## src/rtl/pg_supervisor_pkg.sv

```systemverilog
package pg_supervisor_pkg;

  typedef enum logic [1:0] {
    PG_IDLE = 2'd0,  // flag low, waiting for a good sample
    PG_QUAL = 2'd1,  // flag low, counting good samples
    PG_HOLD = 2'd2,  // flag high, supply good
    PG_DROP = 2'd3   // flag high, counting bad samples
  } pg_state_e;

  function automatic int unsigned us_to_cycles(input int unsigned clk_khz,
                                               input int unsigned dur_us);
    return (clk_khz * dur_us) / 1000;
  endfunction

endpackage

```

## src/rtl/pg_window_cmp.sv

```systemverilog
module pg_window_cmp #(
  parameter int unsigned CODE_W = 12,
  parameter int unsigned LO_PCT = 93,
  parameter int unsigned HI_PCT = 107
) (
  input  logic [CODE_W-1:0] vout_i,
  input  logic [CODE_W-1:0] target_i,
  output logic              in_win_o
);
  // Cross-multiplied compare: v*100 >= t*LO and v*100 <= t*HI is exactly
  // ceil/floor inward rounding of the limits without a divider.
  localparam int unsigned PW = CODE_W + 8;

  logic [PW-1:0] v_scaled;
  logic [PW-1:0] lo_scaled;
  logic [PW-1:0] hi_scaled;

  always_comb begin
    v_scaled  = PW'(vout_i)   * PW'(100);
    lo_scaled = PW'(target_i) * PW'(LO_PCT);
    hi_scaled = PW'(target_i) * PW'(HI_PCT);
    in_win_o  = (v_scaled >= lo_scaled) && (v_scaled <= hi_scaled);
  end

endmodule

```

## src/rtl/pg_run_counter.sv

```systemverilog
module pg_run_counter #(
  parameter int unsigned LIMIT = 8
) (
  input  logic clk_i,
  input  logic rst_ni,
  input  logic load_one_i,
  input  logic step_i,
  input  logic clear_i,
  output logic last_o
);
  localparam int unsigned CW = $clog2(LIMIT + 1);
  localparam logic [CW-1:0] LAST_VAL = CW'(LIMIT - 1);

  logic [CW-1:0] cnt_q;
  logic [CW-1:0] cnt_d;
  logic          cnt_en;

  always_comb begin
    cnt_en = clear_i || load_one_i || step_i;
    cnt_d  = cnt_q;
    if (clear_i)         cnt_d = '0;
    else if (load_one_i) cnt_d = CW'(1);
    else if (step_i)     cnt_d = cnt_q + CW'(1);
  end

  always_ff @(posedge clk_i or negedge rst_ni) begin
    if (!rst_ni)     cnt_q <= '0;
    else if (cnt_en) cnt_q <= cnt_d;
  end

  assign last_o = (cnt_q == LAST_VAL);


  cnt_bound_chk: assert property (@(posedge clk_i) disable iff (!rst_ni)
    cnt_q <= LAST_VAL);


  clear_takes_chk: assert property (@(posedge clk_i) disable iff (!rst_ni)
    clear_i |=> (cnt_q == '0));

endmodule

```

## src/rtl/pg_supervisor.sv

```systemverilog
module pg_supervisor
  import pg_supervisor_pkg::*;
#(
  parameter int unsigned CODE_W  = 12,
  parameter int unsigned CLK_KHZ = 10000,
  parameter int unsigned QUAL_US = 1300,
  parameter int unsigned DGL_US  = 33,
  parameter int unsigned LO_PCT  = 93,
  parameter int unsigned HI_PCT  = 107
) (
  input  logic              clk_i,
  input  logic              arst_ni,
  input  logic [CODE_W-1:0] vout_code_i,
  input  logic [CODE_W-1:0] target_code_i,
  input  logic              en_i,
  output logic              pg_o,
  output logic              pd_o
);
  localparam int unsigned QUAL_CYC = us_to_cycles(CLK_KHZ, QUAL_US);
  localparam int unsigned DGL_CYC  = us_to_cycles(CLK_KHZ, DGL_US);

  // reset: asserted asynchronously, released after two edges
  logic [1:0] rst_sync_q;
  logic       rst_n;

  always_ff @(posedge clk_i or negedge arst_ni) begin
    if (!arst_ni) rst_sync_q <= 2'b00;
    else          rst_sync_q <= {rst_sync_q[0], 1'b1};
  end
  assign rst_n = rst_sync_q[1];

  logic in_win;
  logic ok;

  pg_window_cmp #(
    .CODE_W (CODE_W),
    .LO_PCT (LO_PCT),
    .HI_PCT (HI_PCT)
  ) win_i (
    .vout_i   (vout_code_i),
    .target_i (target_code_i),
    .in_win_o (in_win)
  );

  assign ok = in_win && en_i;

  pg_state_e state_q;
  pg_state_e state_d;
  logic qual_load, qual_step, qual_clr, qual_last;
  logic dgl_load,  dgl_step,  dgl_clr,  dgl_last;

  pg_run_counter #(.LIMIT(QUAL_CYC)) qual_cnt_i (
    .clk_i      (clk_i),
    .rst_ni     (rst_n),
    .load_one_i (qual_load),
    .step_i     (qual_step),
    .clear_i    (qual_clr),
    .last_o     (qual_last)
  );

  pg_run_counter #(.LIMIT(DGL_CYC)) dgl_cnt_i (
    .clk_i      (clk_i),
    .rst_ni     (rst_n),
    .load_one_i (dgl_load),
    .step_i     (dgl_step),
    .clear_i    (dgl_clr),
    .last_o     (dgl_last)
  );

  always_comb begin
    state_d   = state_q;
    qual_load = 1'b0;
    qual_step = 1'b0;
    qual_clr  = 1'b0;
    dgl_load  = 1'b0;
    dgl_step  = 1'b0;
    dgl_clr   = 1'b0;
    unique case (state_q)
      PG_IDLE: begin
        if (ok) begin
          state_d   = PG_QUAL;
          qual_load = 1'b1;
        end
      end
      PG_QUAL: begin
        if (!ok) begin
          state_d  = PG_IDLE;
          qual_clr = 1'b1;
        end else if (qual_last) begin
          state_d  = PG_HOLD;
          qual_clr = 1'b1;
        end else begin
          qual_step = 1'b1;
        end
      end
      PG_HOLD: begin
        if (!ok) begin
          state_d  = PG_DROP;
          dgl_load = 1'b1;
        end
      end
      PG_DROP: begin
        if (ok) begin
          state_d = PG_HOLD;
          dgl_clr = 1'b1;
        end else if (dgl_last) begin
          state_d = PG_IDLE;
          dgl_clr = 1'b1;
        end else begin
          dgl_step = 1'b1;
        end
      end
      default: state_d = PG_IDLE;
    endcase
  end

  always_ff @(posedge clk_i or negedge rst_n) begin
    if (!rst_n) state_q <= PG_IDLE;
    else        state_q <= state_d;
  end

  assign pg_o = (state_q == PG_HOLD) || (state_q == PG_DROP);
  assign pd_o = ~pg_o;


  rise_after_ok_chk: assert property (@(posedge clk_i) disable iff (!rst_n)
    $rose(pg_o) |-> $past(ok));


  fall_after_bad_chk: assert property (@(posedge clk_i) disable iff (!rst_n)
    $fell(pg_o) |-> !$past(ok));


  hold_while_ok_chk: assert property (@(posedge clk_i) disable iff (!rst_n)
    (pg_o && ok) |=> pg_o);


  no_rise_disabled_chk: assert property (@(posedge clk_i) disable iff (!rst_n)
    (!pg_o && !en_i) |=> !pg_o);


  restart_on_bad_chk: assert property (@(posedge clk_i) disable iff (!rst_n)
    (!pg_o && !ok) |=> (state_q == PG_IDLE));

endmodule

```

## config.mk

```make
export PLATFORM = sky130hd
export DESIGN_NAME = pg_supervisor
export DESIGN_NICKNAME = d
export VERILOG_FILES = /design/src/rtl/pg_supervisor_pkg.sv /design/src/rtl/pg_window_cmp.sv /design/src/rtl/pg_run_counter.sv /design/src/rtl/pg_supervisor.sv
export SDC_FILE = /design/constraint.sdc
export NUM_CORES = 1
export LEC_CHECK = 0
export BUFFER_PORTS_ARGS = -buffer_cell sky130_fd_sc_hd__buf_4
export CAP_MARGIN = 40
export CORE_ASPECT_RATIO = 0.7
export CORE_UTILIZATION = 45
export DETAILED_ROUTE_END_ITERATION = 10
export GPL_ROUTABILITY_DRIVEN = 1
export GPL_TIMING_DRIVEN = 1
export PLACE_DENSITY = 0.65
export SLEW_MARGIN = 20
export SYNTH_ARGS = -nofsm -noshare
export SYNTH_HDL_FRONTEND = slang
export SYNTH_SLANG_ARGS = --single-unit
```

## constraint.sdc

```tcl
create_clock -name clk_i -period 1 [get_ports clk_i]
set_clock_uncertainty 0.2 [all_clocks]
set_input_delay 0.2 -clock clk_i [delete_from_list [all_inputs] [get_ports clk_i]]
set_output_delay 0.2 -clock clk_i [all_outputs]
set_load 0.01 [all_outputs]
```

# Yosys cells after proc, flatten, opt, wreduce, memory -nomap -nowiden
# Index checks and enable logic that the tools add are counted.
# word_totals
mem_bits_ro	0
ramBits	0
latchBits	0
output_inout_bits	2
mem_count	0
regBits	27
# op_classes
bitwise	1
n_eq_ne	9
reduce_logical	13
n_mux	29
shifts	0
div	0
add_sub_neg	2
mul	3
order_cmp	2
# ops
op	count
$mux W14	3
$mul A12 B7 Y19 const B	2
$mux W9	3
$ge A19 B19 Y1	1
$le A19 B19 Y1	1
$mul A12 B5 Y17 const B	1
$mux W1	16
$add A14 B1 Y14 const B	1
$eq A14 B14 Y1 const B	1
$mux W2	6
$add A9 B1 Y9 const B	1
$eq A9 B9 Y1 const B	1
$pmux W2 S4	1
$ne A3 B2 Y1 const B	2
$reduce_bool A3 Y1	2
$logic_or A1 B1 Y1	5
$eq A2 B2 Y1 const B	2
$ne A2 B2 Y1 const B	2
$reduce_and A2 Y1	2
$reduce_and A4 Y1	1
$eq A2 B1 Y1 const B	1
$logic_and A1 B1 Y1	2
$logic_not A2 Y1	1
$not A1 Y1	1

# Logic depth before layout (Yosys ltp)
# logic_depth
word_depth	9
mapped_depth	25

# By module
# From an unflattened synthesis, not the netlist that was laid out.
# unflattened
hier_cells	722
hier_area_um2	6637.6
# modules_own_cells
module	instances	seq_area_each_um2	cells_per_inst	area_per_inst_um2
pg_window_cmp	1	0.0	565	5124.9
pg_run_counter at qual_cnt_i	1	350.3	81	779.5
pg_run_counter at dgl_cnt_i	1	225.2	51	495.5
pg_supervisor	1	100.1	25	237.7

# Least setup slack after synthesis
# OpenSTA, ideal clock, no wires.
# synth_path
path_type	input to register
start	input target_code_i[1]
end	register qual_cnt_i.cnt_q[12]
setup_time_ns	0.126
setup_slack_ns	-4.573
path_stages	20
t_arrival_ns	5.247
path_cell_list	ha_1 xor2_1 ha_1 or2_2 fa_1 fa_1 ha_1 or3_1 o211ai_1 a31oi_1 a221oi_1 xor2_1 ha_1 a21o_1 a211oi_1 o211ai_1 o31a_1 o31a_1 buf_6 a221o_1
# synth_between
elab_chain_len	9
word_cells_on_any_way	18
classes_between	mul (2); order compare (2); mux (8); reduce/logical (6)
# synth_lines
element	line	text
start: declaration	pg_supervisor.sv:14	input logic [CODE_W-1:0] target_code_i,
$mul A12 B7 Y19 (on tied branches)	pg_window_cmp.sv:20, pg_window_cmp.sv:21	
$ge A19 B19 Y1 / $le A19 B19 Y1 (equally long branches)	pg_window_cmp.sv:22	in_win_o = (v_scaled >= lo_scaled) && (v_scaled <= hi_scaled);
$logic_and A1 B1 Y1 *	pg_window_cmp.sv:22	
$logic_and A1 B1 Y1 *	pg_supervisor.sv:45	assign ok = in_win && en_i;
$mux W1 (on tied branches)	pg_supervisor.sv:86, pg_supervisor.sv:80	
$mux W1	pg_supervisor.sv:78	unique case (state_q)
$logic_or A1 B1 Y1 (2 in a row)	pg_run_counter.sv:19	cnt_en = clear_i || load_one_i || step_i;
$reduce_and A2 Y1 (no line)	n/a	
end signal: assignment	pg_run_counter.sv:28	else if (cnt_en) cnt_q <= cnt_d;
end: declaration	pg_run_counter.sv:14	logic [CW-1:0] cnt_q;
# Every way passes the cells marked *; elsewhere a longest branch is shown, timed or not.
# A chain may end at the register's enable or synchronous reset.

# Final worst setup path
# layout_path
start	input target_code_i[1]
end	register qual_cnt_i.cnt_q[9]
# The elaborated chain is that of the path after synthesis.

==> results by group <==
Run status
  – Status: complete, but fails checks
  – Failing checks: setup timing

Global routing
  – All-Layer GR Usage: 23.9%
  – Met3 usage: 4.12%
  – GRT busiest layer: met2
  – Initial antenna violation count: 0
  – Remaining global-route overflow: 0
  – Number of global-route vias before repair: 5862
  – Met1 Usage GRT: 35.7%
  – Global routing usage on met2: 37.5%
  – First-pass GRT wire length: 28900 um
  – Largest net degree at the start of global routing: 26

Floorplanning
  – Initial Utilization: 46.7%
  – Core Region: 14100 sq um
  – Die outline height: 103 um
  – Width of the die: 146 um
  – IO Pins: 29
  – Rows: 36
  – Die area: 15100 sq um

Synth
  – #FFs+latches synth: 27
  – Multiplexer share of the synthesized area: 0.915%
  – Adder-cell share of the synthesized area: 48.6%
  – EDFF count, synth: 0
  – Top_reg_cell synth: dfrtp_1
  – Sequential area share after synthesis: 10.3%
  – Largest family of logic cells by synthesized area: adder cells
  – Post-synthesis compound-gate area fraction: 15.1%
  – Cell area after synthesis: 6560 sq um
  – YS warnings: 0
  – Syn Area/Cell: 9.17 sq um
  – Synth unique cells: 55
  – Syn_nets: 964
  – Post-synth ARST share: 100%
  – Synth Instances: 716
  – Post-Synth XOR/XNOR Area: 6.14%
  – Synth Area in Simple Gates: 11.7%

Pwr
  – P_leak: 4.91 nW
  – Peak supply drop: 1.56 mV
  – PwrDens: 2600 nW/um^2

Placement
  – Area post-placement: 8680 sq um
  – Gp weighted congestion: 0.929
  – I/O Buffers: 28
  – HPWL Detailed: 15100 um
  – Dpl ws: -5040 ps
  – Placed cell count: 1120

Worst setup path
  – Arr. time, crit path: 5570 ps
  – Critical Path Max Stage Delay: 510 ps
  – Crit path launch type: input pin
  – Most frequent CP cell: buf_4
  – CP Class: input pin to register
  – Crit path max-delay family: adder cells
  – Worst Path Buf+Inv: 6
  – Worst endpoint required time: 940 ps
  – Worst path slowest cell: fa_1
  – CP endpoint kind: register
  – Crit-path max FO: 7

Route
  – Drt pass-1 iters: 5
  – DRT iter0 DRCs: 302
  – Vias per cell: 5.33
  – Via count: 6088
  – Routed len/inst: 15.9 um
  – Number of remaining DRC errors: 0
  – Routed wire length: 18200 um
  – DRT antenna net count: 0

CTS
  – # clock sinks: 27
  – CTS Buf Count: 3
  – Clk root buf: clkbuf_16
  – Max clock buf depth: 2
  – Clk slew on worst S/H paths: 70 ps
  – Htree depth: 1
  – Skew-Pair Late Insertion Delay: 270 ps
  – CTS tree: built

STA
  – Hold violation total from the final report: 0
  – Tmin final: 5620 ps
  – Worst Slack Setup Final: -4620 ps
  – Max-slew violation count: 0
  – Setup violators final: 27
  – FMAX: 178 MHz
  – Tcrit/Tclk final: 562%
  – Total negative slack: -113910 ps
  – RSZ-0062 raised after global routing: true

Finish
  – Antenna Cells: 0
  – Share of cells above drive strength 1: 35.5%
  – Layout Nets: 1202
  – Post-layout instance area: 9440 sq um
  – Layout Cells excl Fill: 1143
  – Area growth syn-to-layout: 43.7%

Flow run
  – Max cap viols: 0

Min path
  – Worst hold-check path type: register to async pin
-- cells in the final DEF (no fill, tap or decap), types with 8 or more instances in the layout --
cell / instances
buf_4: 217
ha_1: 135
inv_1: 110
fa_1: 54
a21oi_1: 28
nand2_1: 28
a21o_1: 26
xnor2_1: 26
ha_4: 26
dfrtp_1: 26
nor2_1: 21
xor2_1: 17
and3_1: 16
o21ai_0: 15
nand3_1: 14
buf_6: 14
o21bai_1: 8
a21oi_2: 8
or3_1: 8
-- flip-flops by register name, summed over array words and instances, names as in the netlist, named ones only --
| name | cells |
|---|---|
| dgl_cnt_i.cnt_q | 9 |
| state_q | 1 |
| qual_cnt_i.cnt_q | 14 |
| rst_sync_q | 2 |
-- logic make-up (layout without fill, tap and decap cells) --
logic type,count (synthesis),in the layout
AO/OA/AOI/OAI,149,150
XOR/XNOR,46,46
other,1,1
AND/OR/NAND/NOR,145,145
multiplexers,6,6
flip-flops,27,27
adder cells (fa/ha/maj),222,222
buffers and inverters,120,356
-- path summary, 6_finish.rpt --
check	from	to	slack, ps	depth (start not counted)
min in group clk_i	rst_sync_q[0]	rst_sync_q[1]	160	0
hold reg to reg	rst_sync_q[1]	state_q[0]	9	1
setup / recovery	target_code_i[1]	qual_cnt_i.cnt_q[9]	-4620	25
max in group asynchronous	rst_sync_q[1]	qual_cnt_i.cnt_q[8]	440	1
setup reg to reg	qual_cnt_i.cnt_q[10]	qual_cnt_i.cnt_q[9]	-1430	8
hold / removal	rst_sync_q[1]	state_q[0]	9	1
-- routing by layer --
| layer | wire length (um) | part of all wire, % |
|---|---|---|
| met4 | 117 | 0.64 |
| met2 | 7860 | 43 |
| met5 | 0 | 0 |
| met3 | 790 | 4.3 |
| met1 | 9450 | 52 |
-- where the power goes --
part	switching, mW	total, mW	leakage [nW]	internal (mW)
Sequential	0.0884	1.32	0.354	1.24
Clock	0.393	0.941	0.0382	0.548
Combinational	10.9	22.3	4.52	11.4
-- stage by stage --
step           hold WS [ps]  power, mW  util [%]
2_1_floorplan          -296       13.0         -
3_3_place_gp           -218       19.1      61.8
3_5_place_dp           -217       19.8      61.8
4_1_cts                13.8       22.2      64.4
5_1_grt                35.1       26.8      67.1
6_report               8.60       24.6      67.1
-- cell type report --
cell class              instances  area [sq um]
flip-flops and latches         27           677
fillers                      1108          4620
multi-input cells             570          6120
inverters                     115           432
clock buffers                   4          78.8
well taps                     190           238
repair buffers                237          1890
-- Yosys cell counts (3+ instances only) --
cell	n	share of area, %
ha_1	166	32
inv_1	115	6.6
fa_1	55	17
a21oi_1	37	2.8
nand2_1	29	1.7
dfrtp_1	27	10
o21ai_0	27	2.1
xnor2_1	27	3.6
a21o_1	26	3.0
nor2_1	25	1.4
xor2_1	19	2.5
and3_1	17	1.6
nand3_1	17	1.3
nor3_1	11	0.84
a31oi_1	9	0.86
or3_1	9	0.86
o21bai_1	8	0.92
nand2b_1	7	0.67
and2_1	6	0.57
mux2i_1	6	0.92
o211ai_1	6	0.69
or2_2	6	0.57
a221o_1	5	0.76
nand4_1	4	0.38
nor3b_1	4	0.46
a211oi_1	3	0.34
a21boi_0	3	0.34
a22o_1	3	0.40
buf_6	3	0.51
o31a_1	3	0.40
-- worst reg2reg max path, stage by stage, from the launching register on --
cell and delay, ps:
dfrtp_1 380, nor4b_1 410, nand2_1 80, nor4_1 390
buf_4 200, nor4_4 50, buf_12 170, and3_1 170
a221o_1 280
-- timing repair --
action                                 4_1_cts  5_1_grt
endpoints found under the hold margin        2        0
setup endpoints to repair                   27       27
pin swaps                                   17       34
cloned                                       0        1
hold buffers                                 1        0
resized for setup                           47       59
setup buffers                               10        8
No activity file was read; power rests on OpenSTA's default activity.
